[src/rtl/ramp_step_seq.sv]
module ramp_step_seq #(
  parameter int CNT_W = 14,
  parameter int PER_W = 8
) (
  input  logic             clk,
  input  logic             rst_n,
  input  logic             start_i,
  input  logic [CNT_W-1:0] count_i,
  input  logic [PER_W-1:0] period_i,
  output logic [CNT_W-1:0] code_o,
  output logic             active_o,
  output logic             done_o,
  output logic             accept_o,
  output logic             step_end_o,
  output logic [CNT_W-1:0] limit_o,
  output logic [PER_W-1:0] period_o
);

  logic [CNT_W-1:0] code_q, limit_q;
  logic [PER_W-1:0] per_q, tmr_q;
  logic             active_q, done_q;
  logic             accept, step_end, last_step;

  assign accept    = start_i & ~active_q;
  assign step_end  = active_q & (tmr_q == per_q);
  assign last_step = step_end & (code_q == limit_q);

  always_ff @(posedge clk) begin
    if (!rst_n) begin
      code_q   <= '0;
      limit_q  <= '0;
      per_q    <= '0;
      tmr_q    <= '0;
      active_q <= 1'b0;
      done_q   <= 1'b0;
    end else begin
      done_q <= 1'b0;
      if (accept) begin
        limit_q  <= count_i;
        per_q    <= period_i;
        code_q   <= '0;
        tmr_q    <= '0;
        active_q <= 1'b1;
      end else if (active_q) begin
        if (step_end) begin
          tmr_q <= '0;
          if (last_step) begin
            active_q <= 1'b0;
            done_q   <= 1'b1;
          end else begin
            code_q <= code_q + 1'b1;
          end
        end else begin
          tmr_q <= tmr_q + 1'b1;
        end
      end
    end
  end

  assign code_o     = code_q;
  assign active_o   = active_q;
  assign done_o     = done_q;
  assign accept_o   = accept;
  assign step_end_o = step_end;
  assign limit_o    = limit_q;
  assign period_o   = per_q;

endmodule

[src/rtl/cmp_edge_sync.sv]
module cmp_edge_sync #(
  parameter int N_CH        = 8,
  parameter int SYNC_STAGES = 2
) (
  input  logic            clk,
  input  logic            rst_n,
  input  logic [N_CH-1:0] cmp_i,
  output logic [N_CH-1:0] rise_o
);

  localparam int TOP = SYNC_STAGES - 1;

  for (genvar ch = 0; ch < N_CH; ch++) begin : g_ch
    logic [SYNC_STAGES-1:0] shift_q;
    logic                   prev_q;

    always_ff @(posedge clk) begin
      if (!rst_n) begin
        shift_q <= '0;
        prev_q  <= 1'b0;
      end else begin
        shift_q <= {shift_q[TOP-1:0], cmp_i[ch]};
        prev_q  <= shift_q[TOP];
      end
    end

    assign rise_o[ch] = shift_q[TOP] & ~prev_q;
  end

endmodule

[src/rtl/capture_bank.sv]
module capture_bank #(
  parameter int N_CH  = 8,
  parameter int CNT_W = 14
) (
  input  logic                  clk,
  input  logic                  rst_n,
  input  logic                  clear_i,
  input  logic                  active_i,
  input  logic [N_CH-1:0]       rise_i,
  input  logic [CNT_W-1:0]      code_i,
  output logic [N_CH*CNT_W-1:0] result_o,
  output logic [N_CH-1:0]       captured_o
);

  for (genvar ch = 0; ch < N_CH; ch++) begin : g_ch
    logic [CNT_W-1:0] res_q;
    logic             cap_q;

    always_ff @(posedge clk) begin
      if (!rst_n || clear_i) begin
        res_q <= '1;
        cap_q <= 1'b0;
      end else if (active_i && rise_i[ch] && !cap_q) begin
        res_q <= code_i;
        cap_q <= 1'b1;
      end
    end

    assign result_o[ch*CNT_W +: CNT_W] = res_q;
    assign captured_o[ch]              = cap_q;
  end

endmodule

[src/rtl/ramp_adc_ctrl.sv]
module ramp_adc_ctrl #(
  parameter int N_CH        = 8,
  parameter int CNT_W       = 14,
  parameter int PER_W       = 8,
  parameter int SYNC_STAGES = 2
) (
  input  logic                  clk,
  input  logic                  rst_n,
  input  logic                  start_i,
  input  logic [CNT_W-1:0]      step_count_i,
  input  logic [PER_W-1:0]      step_period_i,
  input  logic [N_CH-1:0]       cmp_i,
  output logic [CNT_W-1:0]      ramp_code_o,
  output logic                  ramp_active_o,
  output logic [N_CH*CNT_W-1:0] result_o,
  output logic                  done_o
);

  localparam int RES_W = N_CH * CNT_W;

  logic             start_accept, ramp_active, conv_done, step_end;
  logic [CNT_W-1:0] ramp_code, step_limit;
  logic [PER_W-1:0] step_period;
  logic [N_CH-1:0]  cmp_rise, chan_captured;
  logic [RES_W-1:0] chan_result;

  ramp_step_seq #(.CNT_W(CNT_W), .PER_W(PER_W)) i_seq (
    .clk        (clk),
    .rst_n      (rst_n),
    .start_i    (start_i),
    .count_i    (step_count_i),
    .period_i   (step_period_i),
    .code_o     (ramp_code),
    .active_o   (ramp_active),
    .done_o     (conv_done),
    .accept_o   (start_accept),
    .step_end_o (step_end),
    .limit_o    (step_limit),
    .period_o   (step_period)
  );

  cmp_edge_sync #(.N_CH(N_CH), .SYNC_STAGES(SYNC_STAGES)) i_sync (
    .clk    (clk),
    .rst_n  (rst_n),
    .cmp_i  (cmp_i),
    .rise_o (cmp_rise)
  );

  capture_bank #(.N_CH(N_CH), .CNT_W(CNT_W)) i_cap (
    .clk        (clk),
    .rst_n      (rst_n),
    .clear_i    (start_accept),
    .active_i   (ramp_active),
    .rise_i     (cmp_rise),
    .code_i     (ramp_code),
    .result_o   (chan_result),
    .captured_o (chan_captured)
  );

  assign ramp_code_o   = ramp_code;
  assign ramp_active_o = ramp_active;
  assign result_o      = chan_result;
  assign done_o        = conv_done;

endmodule

[config.mk]
export PLATFORM = sky130hd
export DESIGN_NAME = ramp_adc_ctrl
export DESIGN_NICKNAME = d
export VERILOG_FILES = /design/src/rtl/ramp_step_seq.sv /design/src/rtl/cmp_edge_sync.sv /design/src/rtl/capture_bank.sv /design/src/rtl/ramp_adc_ctrl.sv
export SDC_FILE = /design/constraint.sdc
export NUM_CORES = 1
export LEC_CHECK = 0
export ABC_CLOCK_PERIOD_IN_PS = 1870
export CAP_MARGIN = 20
export CORE_AREA = 2 2 116 118
export CTS_CLUSTER_SIZE = 8
export DETAILED_ROUTE_END_ITERATION = 6
export DIE_AREA = 0 0 118 120
export DONT_BUFFER_PORTS = 1
export PLACE_DENSITY = 0.77
export SLEW_MARGIN = 20
export SYNTH_ARGS = -nofsm -noshare
export SYNTH_HDL_FRONTEND = slang
export SYNTH_SLANG_ARGS = --single-unit
[constraint.sdc]
create_clock -name clk -period 1.87 [get_ports clk]
set_clock_uncertainty 0.15 [all_clocks]
set_input_delay 0.374 -clock clk [delete_from_list [all_inputs] [get_ports clk]]
set_output_delay 0.374 -clock clk [all_outputs]
set_load 0.02 [all_outputs]
== Word level (Yosys, flattened, before mapping) ==
Cells that the tools add are included.

* Register bits: 190
* Input port bits: 33
* Output and inout port bits: 128
* Word-level logic and storage cells: 100

* $add $sub $neg: 2
* Equality and inequality tests: 2
* Mux-type cells: 6
* Bitwise operators: 23
* Reductions and logical operators: 29

{| class="wikitable"
|+ Operators with widths
! operator !! count
|-
| 1-bit logical AND || 16
|-
| 14-bit by 1-bit adder with 14-bit output (second input constant) || 1
|-
| 14-bit equality test || 1
|-
| 1-bit NOT || 12
|-
| 1-bit AND || 11
|-
| 1-bit zero test || 9
|-
| 8-bit by 1-bit adder with 8-bit output (second input constant) || 1
|-
| 8-bit equality test || 1
|-
| 8-bit two-way mux || 1
|-
| 1-bit two-way mux || 5
|-
| 4-bit OR reduction || 1
|-
| 3-bit AND reduction || 1
|-
| 2-bit OR reduction || 1
|-
| 1-bit logical OR || 1
|}

== Depth between registers and ports, before layout ==
Gate-level depths: netlist of run 1.

* Word-level depth: 7
* Gate-level depth with buffers: 8
* Depth with buffers taken out: 5

== Hierarchy ==
A second synthesis of run 1 with hierarchy kept.

* Cell total of the unflattened synthesis: 745
* Area, all modules: 8,059.0 µm²

{| class="wikitable"
|+ Modules (own cells, without submodules)
! module !! instances !! cells each !! area an instance (µm²) !! seq. area each (µm²)
|-
| capture_bank || 1 || 431 || 5,156.2 || 2,402.3
|-
| ramp_step_seq || 1 || 256 || 2,188.3 || 920.9
|-
| cmp_edge_sync || 1 || 58 || 714.4 || 480.5
|}

== Worst setup path after synthesis of run 1 ==
OpenSTA, ideal clock, no wires.

* Path kind: register -> register
* From: reg i_seq.code_q[2], in the netlist i_seq.code_o[2]
* To: reg i_seq.code_q[7], in the netlist i_seq.code_o[7]
* Arrival: 1,793 ps
* Setup slack: -143 ps
* Stages on the path, launching flop included: 7
* Path buffers: 1
* Clock period less this slack: 2,013 ps
* Cells stage by stage: dfxtp_1 > and3_1 > clkbuf_1 > and3_1 > and4_1 > or4b_1 > a21oi_1

* Word-level cells in the longest chain between the ends: 4

{| class="wikitable"
|+ Ends and longest elaborated chain
! item !! RTL line !! RTL
|-
| from (decl) || ramp_step_seq.sv:19 || <nowiki>logic [CNT_W-1:0] code_q, limit_q;</nowiki>
|-
| from (signal assigned) || ramp_step_seq.sv:51 || <nowiki>code_q <= code_q + 1'b1;</nowiki>
|-
| parallel branches: the longest is 4 deep, another holds 14-bit by 1-bit adder with 14-bit output || -- ||
|}

Several ways; the timed one is not identified.
A chain may end at the register's enable or synchronous reset.

== Worst setup path after layout of run 1 ==
* From: reg i_seq.tmr_q[2]
* To: reg i_seq.code_q[8], in the netlist i_seq.code_o[8]

* Word-level cells in the longest chain between the ends: 5

{| class="wikitable"
|+ Ends and longest elaborated chain
! item !! RTL line !! RTL
|-
| from (decl) || ramp_step_seq.sv:20 || <nowiki>logic [PER_W-1:0] per_q, tmr_q;</nowiki>
|-
| from (signal assigned) || ramp_step_seq.sv:54 || <nowiki>tmr_q <= tmr_q + 1'b1;</nowiki>
|-
| 8-bit equality test * || ramp_step_seq.sv:25 || <nowiki>assign step_end = active_q & (tmr_q == per_q);</nowiki>
|-
| 1-bit AND * || ramp_step_seq.sv:25 ||
|-
| 1-bit AND || ramp_step_seq.sv:26 || <nowiki>assign last_step = step_end & (code_q == limit_q);</nowiki>
|-
| 1-bit NOT (no line) || -- ||
|-
| 3-bit AND reduction (no line) * || -- ||
|}

Mark *: on every way between the ends. The rest lies on a longest branch, timed or not.

==> results_dict.tcl, run 1 <==
set metrics [dict create \
    status "finished, violations left" \
    violations "setup timing" \
    finalNetCount 940 \
    io_pins 161 \
    layout-drive-gt1-share 0.158 \
    core_um2 13000 \
    via_per_inst 5.59 \
    synth_edf_count 0 \
    cts-root-buf "clkbuf_16" \
    drc 0 \
    hold_slack_ps 67.4 \
    synth.yosys.seq_area_share 0.537 \
    grt_start_max_net_pins 49 \
    r2r_slack_ps -130 \
    diodes 0 \
    hold_depth 2 \
    yosysMostFrequentCell "nand2_1" \
    finalWorstSetupSlack_ps -133 \
    io_buffers 0 \
    preCtsSetupSlack_ps -157 \
    rsz0062_at_grt "yes" \
    grt.total_usage 0.276 \
    clock_path_buffers 2 \
    syn_area_um2 7080 \
    crit_path_end_kind "flop" \
    area_growth_pct 24.4 \
    routed_wl_mm 19.7 \
    fin_crit_sh 1.07 \
    seq_area_um2 3820 \
    drt_iter0_drc 605 \
    critPathTopFamily "simple AND/OR/NAND/NOR gates" \
    holdCritPathClass "in2reg" \
    grt_pass1_wl_mm 30.1 \
    die_area_um2 14200 \
    cp.required_ps 2080 \
    clock_latency_ps 430 \
    cp.arrival_ps 2210 \
    async_flop_share 0 \
    antenna_found_initial 0 \
    dp_cells 1022 \
    slew_headroom 0.742 \
    worst-path-buf-inv 2 \
    worstPathMaxFanout 7 \
    die_w_um 118 \
    antenna_left 0 \
    initial_utilization 0.545 \
    ys_ff_latch 190 \
    wl_per_cell_um 18.1 \
    fill_cells 996 \
    rows 42 \
    place_area_um2 7680 \
    synth_commonest_cells "nand2_1, dfxtp_1, nand3_1" \
    fin_total_pwr_w 0.00858 \
    crit_chain "xor2_2 -> nor4_4 -> buf_6 -> nand3_4 -> buf_12 -> or4_4 -> a21oi_2" \
    crit_path_start_kind "flop" \
    dr.pass1.iters 6 \
    finalCriticalPeriod_ps 2000 \
    peakVddDrop_mv 0.627 \
    critPathMaxStageDelay_ps 410 \
    numClockSinks 190 \
    stdcell_area_um2 8800 \
    path_depth 7 \
    avgSynthCellArea_um2 8.41 \
    htreeDepth 4 \
    fmax_mhz 499 \
    gp_congestion 0.880 \
    dieHeight_um 120 \
    clk_pin_slew_worst_paths_ps 70 \
    rr_worst_depth 7 \
    dr_total_vias 6101 \
    netlist_top_cells_area "dfxtp_1, nand2_1, nand3_1, xor2_1, clkbuf_1" \
    power.density_nw_per_um2 974 \
    crit_slowest_cell "or4_4" \
    overflow 0 \
    path_class "reg2reg" \
    multiInputGateArea_um2 3190 \
    hold_viol 0 \
    ys_types 42 \
    cap_viol_max_count 0 \
    cts_tree "done" \
    tightest_slew_ps 383 \
    finalSetupViolations 11 \
    synth_cells 842 \
    synthFlopType "dfxtp_1" \
    yosysWarnings 0 \
    synth_top_area_frac 0.537 \
    cts_buffers 17 \
    yosys.area.top_type "dfxtp_1" \
    slew_viol_final 0 \
    dp_hpwl_mm 12.1 \
    power_leakage_nw 3.88 \
    layout.cells.non_filler 1092 \
    syn_nets 877 \
    grt_pass1_vias 5560 \
]
==> worst reg2reg max path, delay by kind of cell, from the launching register on <==
family | cells | cell delay [ps]
AOI/OAI and AO/OA | 1 | 120
xor gates and xnor gates | 1 | 180
buffers and inverters | 2 | 350
DFF | 1 | 330
and+or+nand+nor | 3 | 800
==> sequential cells by signal, summed over array words and instances (netlist names) <==
signal and flops:
i_seq.limit_o 14, i_sync.g_ch.prev_q 8, i_sync.g_ch.shift_q 16, i_seq.done_o 1
i_seq.active_o 1, i_seq.period_o 8, i_seq.code_o 14, i_cap.g_ch.res_q 112
i_cap.g_ch.cap_q 8, i_seq.tmr_q 8
==> through the flow <==
step / TNS (ps) / utilization
CTS: -754 / 0.669
floorplan: -246 / -
global placement: -1080 / 0.592
finish: -1030 / 0.678
global route: -2100 / 0.678
detailed placement: -1330 / 0.592
==> layout by cell type, fill, tap and decap left out, types with 4 or more instances in the layout <==
cell and instances:
clkbuf_16 18, dlygate4sd3_1 31, a21boi_0 22, buf_4 63, nand3_1 123, xor2_1 25, a21oi_1 12, nand2_1 276
buf_12 6, nand4bb_1 8, and3_1 5, buf_6 4, and2_1 24, nor2_1 25, nor4bb_2 8, nand4_1 5
o31ai_1 5, dfxtp_2 10, or4_1 5, dfxtp_1 179
==> per-layer routing <==
layer | part of all wire | global-route usage | wire (um)
met2 | 0.47 | 0.446 | 9330
met1 | 0.41 | 0.343 | 8090
met3 | 0.090 | 0.0870 | 1780
met5 | 0 | 0 | 0
met4 | 0.027 | 0.113 | 531
==> what timing repair did <==
action | in CTS | in global routing
gates cloned | 1 | 1
pin swaps | 8 | 11
setup buffers | 4 | 2
hold endpoints to repair | 48 | 0
hold buffers | 32 | 0
gates resized for setup | 5 | 21
setup endpoints to repair | 12 | 26
==> where the power goes <==
part	switching, W	internal [W]
registers	0.000116	0.00414
clock network	0.00156	0.00214
logic	0.000354	0.000271
total	0.00203	0.00655
==> final timing paths <==
| path | startpoint | end |
|---|---|---|
| setup / recovery | i_seq.tmr_q[2] | i_seq.code_o[8] |
| hold / removal | rst_n | i_seq.code_o[9] |
| setup reg to reg | i_seq.tmr_q[2] | i_seq.code_o[8] |
| hold reg to reg | i_sync.g_ch[0].shift_q[0] | i_sync.g_ch[0].shift_q[1] |
==> final cells by class <==
class | instances | share of cell area
clock buffer | 18 | 0.0499
clock inverter | 12 | 0.0180
inverter | 1 | 0.000426
multi-input combinational | 590 | 0.362
sequential | 190 | 0.434
tap | 176 | 0.0250
timing repair buffer | 105 | 0.111
==> kinds of logic after synthesis <==
logic type / count (synthesis) / share of synthesized area
flip-flops: 190 / 0.537
adder cells (fa/ha/maj): 2 / 0.00353
AO/OA/AOI/OAI: 54 / 0.0525
XOR/XNOR: 28 / 0.0346
AND/OR/NAND/NOR: 505 / 0.336
buffers and inverters: 63 / 0.0355
(Power assumes the default switching activity.)
==> run 2, diff against run 1 <==
--- a/config.mk
+++ b/config.mk
@@ -7,10 +7,10 @@
 export LEC_CHECK = 0
 export ABC_CLOCK_PERIOD_IN_PS = 1870
 export CAP_MARGIN = 20
-export CORE_AREA = 2 2 116 118
+export CORE_AREA = 10 10 124 126
 export CTS_CLUSTER_SIZE = 8
 export DETAILED_ROUTE_END_ITERATION = 6
-export DIE_AREA = 0 0 118 120
+export DIE_AREA = 0 0 134 136
 export DONT_BUFFER_PORTS = 1
 export PLACE_DENSITY = 0.77
 export SLEW_MARGIN = 20
==> run 2 against run 1 <==
The flow still finishes with violations (setup timing). Wire length increased by 8.0%. Global-route usage decreased by 4.9 points. Sequential power about the same. Register-to-register slack got worse by 20 ps. Hold slack improved by 33 ps. Final cell count increased by 0.18%. Non-clock buffer count unchanged. Flip-flop and latch count unchanged. First-iteration DRC count decreased by 16%. Die area increased by 29%. Sequential share of layout area decreased by 0.21 points. Combinational power increased by 3.5%. Critical endpoint unchanged. Highest routed layer unchanged.
==> results_dict.tcl, run 2 (synthesis gave the netlist of run 1 again) <==
set metrics [dict create \
    cts_tree "done" \
    rows 42 \
    status "finished, violations left" \
    finalNetCount 941 \
    antenna_left 0 \
    power_leakage_nw 3.90 \
    grt_start_max_net_pins 57 \
    initial_utilization 0.545 \
    io_buffers 0 \
    finalWorstSetupSlack_ps -152 \
    fmax_mhz 494 \
    dr.pass1.iters 5 \
    htreeDepth 4 \
    peakVddDrop_mv 0.628 \
    io_pins 161 \
    antenna_found_initial 0 \
    die_area_um2 18200 \
    overflow 0 \
    largest_register_ff_count 112 \
    grt_pass1_wl_mm 32.5 \
    gp_congestion 0.837 \
    drc 0 \
    clock_path_buffers 2 \
    biggestRegsByFlops "i_cap.g_ch.res_q: 112 flops, i_sync.g_ch.shift_q: 16 flops" \
    power.density_nw_per_um2 998 \
    drt_iter0_drc 508 \
    holdCritPathClass "in2reg" \
    via_per_inst 5.64 \
    grt.total_usage 0.227 \
    wl_per_cell_um 19.5 \
    layout-drive-gt1-share 0.162 \
    violations "setup timing" \
    place_area_um2 7670 \
    tightest_slew_ps 442 \
    crit_path_start_kind "flop" \
    r2r_start "i_seq.period_o[0]" \
    holdCritStartpoint "rst_n" \
    regMostFlops "i_cap.g_ch.res_q" \
    preCtsSetupSlack_ps -202 \
    worstPathMaxFanout 6 \
    fin_total_pwr_w 0.00883 \
    slew_viol_final 0 \
    cts-root-buf "clkbuf_16" \
    rsz0062_at_grt "yes" \
    numClockSinks 190 \
    hold_viol 0 \
    clk_pin_slew_worst_paths_ps 70 \
    finalCriticalPeriod_ps 2020 \
    mostFrequentLayoutCell "nand2_1" \
    fin_crit_sh 1.08 \
    dieHeight_um 136 \
    clock_latency_ps 430 \
    stdcell_area_um2 8840 \
    path_class "reg2reg" \
    dr_total_vias 6175 \
    grt_pass1_vias 5802 \
    core_um2 13000 \
    cp.required_ps 2080 \
    cts_buffers 17 \
    area_growth_pct 24.9 \
    final_util 0.681 \
    slew_headroom 0.706 \
    cp.arrival_ps 2230 \
    final_cell_mix "nand2_1, dfxtp_1, nand3_1, buf_4, dlygate4sd3_1" \
    cap_viol_max_count 0 \
    startpoint "i_seq.period_o[0]" \
    routed_wl_mm 21.3 \
    finalSetupViolations 11 \
    crit_path_end_kind "flop" \
    diodes 0 \
    dp_hpwl_mm 13.7 \
    hold_depth 2 \
    rr_worst_depth 6 \
    die_w_um 134 \
]
-- run 2: cell types whose count changed in the layout (fill, tap and decap cells not counted), moves of 2 or more --
cell and change:
o31ai_1 -2, bufinv_16 +2, a21oi_2 +3, or4_1 -2, nor4_1 +3, nor4_2 -3
a21oi_1 -3, o31ai_2 +2, or4_4 +2
-- run 2: per-layer routing --
metal,vias to the layer above,GRT usage,part of all wire
met3,54,0.0716,0.084
li1,2926,-,-
met5,-,0,0
met4,0,0.0985,0.035
met2,271,0.382,0.49
met1,2924,0.261,0.39
-- run 2: area by class of cell --
| class | count | area [um2] |
|---|---|---|
| fillers | 986 | 4140 |
| flip-flops and latches | 190 | 3820 |
| multi-input cells | 591 | 3200 |
| repair buffers | 105 | 956 |
| clock buffers | 18 | 429 |
| well taps | 176 | 220 |
| clock inverters | 13 | 211 |
| inverters | 1 | 3.75 |
-- run 2: repair_timing --
action,in CTS,in global routing
pin swaps,7,10
endpoints found under the hold margin,48,0
setup endpoints to repair,17,22
hold buffers,32,0
gates resized for setup,3,25
setup buffers,2,5
gates cloned,1,1
-- run 2: worst paths after layout --
| kind | end | slack, ps |
|---|---|---|
| min reg2reg | i_sync.g_ch[4].shift_q[1] | 290 |
| min | i_cap.g_ch[1].res_q[4] | 100 |
| max | i_seq.code_o[8] | -150 |
| max reg2reg | i_seq.code_o[8] | -150 |
-- run 2: through the flow --
stage	TNS, ps	hold WS, ps	instances
detailed placement	-1680	271	1022
floorplan	-246	262	842
finish	-1060	99.9	1094
global placement	-950	264	1022
global route	-2740	96.5	1094
CTS	-808	73.5	1088
-- run 2: worst max-delay path, stage by stage, from the launching register on --
cell and delay [ps]:
dfxtp_1 380, xnor2_1 120, and2_1 410, nand3_4 180, buf_4 180, or4_1 400
a21oi_1 130
-- run 2: report_power, final --
part           total, W  switching, W  internal [W]
Combinational  0.000648      0.000366      0.000282
Sequential      0.00427      0.000122       0.00414
Clock           0.00391       0.00154       0.00237
Total           0.00883       0.00203       0.00680
==> run 3, diff against run 2 <==
--- a/config.mk
+++ b/config.mk
@@ -7,12 +7,12 @@
 export LEC_CHECK = 0
 export ABC_CLOCK_PERIOD_IN_PS = 1870
 export CAP_MARGIN = 20
-export CORE_AREA = 10 10 124 126
+export CORE_AREA = 10 10 137 139
 export CTS_CLUSTER_SIZE = 8
 export DETAILED_ROUTE_END_ITERATION = 6
-export DIE_AREA = 0 0 134 136
+export DIE_AREA = 0 0 147 149
 export DONT_BUFFER_PORTS = 1
-export PLACE_DENSITY = 0.77
+export PLACE_DENSITY = 0.65
 export SLEW_MARGIN = 20
 export SYNTH_ARGS = -nofsm -noshare
 export SYNTH_HDL_FRONTEND = slang
==> constraint.sdc (replaced) <==
create_clock -name clk -period 1.87 [get_ports clk]
set_clock_uncertainty 0.15 [all_clocks]
set_input_delay 0.374 -clock clk [delete_from_list [all_inputs] [get_ports clk]]
set_output_delay 0.374 -clock clk [all_outputs]
set_load 0.05 [all_outputs]
==> run 3 against run 2 <==
The run still ends with setup timing left. Via count decreased by 1.3%. Cell area increased by 1.8%. Total power decreased by 2.2%.
==> results_dict.tcl, run 3 (synthesis gave the netlist of run 1 again) <==
set metrics [dict create \
    path_class "reg2reg" \
    holdCritStartpoint "start_i" \
    cp.arrival_ps 2270 \
    crit_chain "xor2_2 -> nor4_4 -> buf_4 -> nand3_4 -> buf_12 -> or4_4 -> a21oi_2" \
    io_buffers 0 \
    core_um2 16200 \
    io_pins 161 \
    fill_cells 1428 \
    r2r_slack_ps -200 \
    status "finished, violations left" \
    routed_wl_mm 22.2 \
    preCtsSetupSlack_ps -183 \
    grt_start_max_net_pins 50 \
    power_leakage_nw 3.92 \
    hold_path_end "i_seq.period_o[3]" \
    regMostFlops "i_cap.g_ch.res_q" \
    area_growth_pct 27.1 \
    die_area_um2 21900 \
    crit_path_start_kind "flop" \
    initial_utilization 0.438 \
    overflow 0 \
    violations "setup timing" \
    clock_latency_ps 430 \
    finalWorstSetupSlack_ps -196 \
    cts_buffers 17 \
    fmax_mhz 484 \
    biggestRegsByFlops "i_cap.g_ch.res_q: 112 flops, i_sync.g_ch.shift_q: 16 flops" \
    fin_crit_sh 1.10 \
    die_w_um 147 \
    clock_path_buffers 2 \
    via_per_inst 5.33 \
    finalCriticalPeriod_ps 2070 \
    hold_viol 0 \
    peakVddDrop_mv 0.631 \
    htreeDepth 4 \
    dp_hpwl_mm 14.7 \
    layout-drive-gt1-share 0.187 \
    mostFrequentLayoutCell "nand2_1" \
    largest_register_ff_count 112 \
    slew_viol_final 0 \
    power.density_nw_per_um2 960 \
    clk_pin_slew_worst_paths_ps 70 \
    cts-root-buf "clkbuf_16" \
    cts_tree "done" \
    antenna_found_initial 0 \
    rows 47 \
    finalSetupViolations 12 \
    critPathMaxStageDelay_ps 410 \
    worstReg2RegEnd "i_seq.code_o[12]" \
    grt.total_usage 0.195 \
    holdCritPathClass "in2reg" \
    final_cell_mix "nand2_1, dfxtp_1, nand3_1, buf_4, dlygate4sd3_1" \
    dr_total_vias 6092 \
    drc 0 \
    fin_total_pwr_w 0.00863 \
    grt_pass1_vias 5573 \
    cap_viol_max_count 0 \
    slew_headroom 0.605 \
    numClockSinks 190 \
    worstPathMaxFanout 7 \
    diodes 0 \
    tightest_slew_ps 591 \
    r2r_start "i_seq.period_o[2]" \
    finalNetCount 945 \
    antenna_left 0 \
    dr.pass1.iters 5 \
    hold_slack_ps 77.6 \
    rr_worst_depth 7 \
    drt_iter0_drc 453 \
    rsz0062_at_grt "yes" \
    crit_slowest_cell "or4_4" \
    wl_per_cell_um 19.4 \
    crit_path_end_kind "flop" \
    dieHeight_um 149 \
    gp_congestion 0.821 \
    cp.required_ps 2070 \
    hold_depth 3 \
    grt_pass1_wl_mm 33.5 \
]
==> run 3: cell count changes in the layout (fill, tap and decap cells not counted), moves of 3 or more <==
cell / change
xor2_2: +4
clkinv_4: -3
nor4_2: +4
dfxtp_4: +14
dfxtp_1: -12
nor4_1: -4
inv_6: +3
inv_8: +4
bufinv_16: -4
xor2_1: -4
buf_4: +3
==> run 3: metrics by stage <==
stage                     cell area [um2]  TNS [ps]   util  cells
final                                9000     -1500  0.556   1143
after global routing                 9000     -2140  0.556   1143
after CTS                            8840     -1320  0.547   1140
after detailed placement             7790     -1470  0.482   1069
after global placement               7790     -1160  0.482   1069
after floorplan                      7180      -139      -    842
==> run 3: worst max path at each step <==
stage	startpoint	end	slack, ps	depth (start not counted)
2_1_floorplan	i_seq.code_o[1]	i_seq.code_o[12]	-50	7
3_3_place_gp	i_seq.tmr_q[2]	i_seq.code_o[8]	-150	6
3_5_place_dp	i_seq.tmr_q[2]	i_seq.code_o[12]	-180	6
4_1_cts	i_seq.period_o[1]	i_seq.code_o[13]	-170	5
5_1_grt	i_seq.tmr_q[4]	i_seq.code_o[12]	-250	7
6_report	i_seq.period_o[2]	i_seq.code_o[12]	-200	7
==> run 3: where the power goes <==
part | total (W) | internal, W | switching [W]
clock | 0.00358 | 0.00189 | 0.00169
combinational | 0.000710 | 0.000328 | 0.000383
sequential | 0.00434 | 0.00412 | 0.000216
==> run 3: per-layer routing <==
| layer | routed length [um] | track usage | up-vias | share of wire |
|---|---|---|---|---|
| li1 | - | - | 2930 | - |
| met1 | 9320 | 0.245 | 2878 | 0.42 |
| met2 | 10600 | 0.317 | 258 | 0.48 |
| met3 | 1950 | 0.0604 | 26 | 0.088 |
| met4 | 327 | 0.0545 | 0 | 0.015 |
| met5 | 0 | 0 | - | 0 |
==> run 3: what timing repair did <==
action                     CTS  global route
hold buffers                33             0
cloned                       3             2
resized for setup           16            25
hold endpoints to repair    48             0
setup endpoints to repair   13            23
pin swaps                   11            17
setup buffers                3             2
==> run 3: cell type report <==
class,count,area (um2),area share
clock buffers,18,429,0.0477
clock inverters,14,143,0.0159
inverters,1,3.75,0.000417
multi-input cells,590,3240,0.360
flip-flops and latches,190,3870,0.430
well taps,220,275,0.0306
repair buffers,110,1040,0.116
==> run 3: worst max-delay path, delay by kind of cell, from the launching register on <==
kind | cells | cell delay (ps)
AND/OR/NAND/NOR | 3 | 820
flip-flops | 1 | 340
buffers and inverters | 2 | 370
XOR/XNOR | 1 | 180
AO/OA/AOI/OAI | 1 | 140
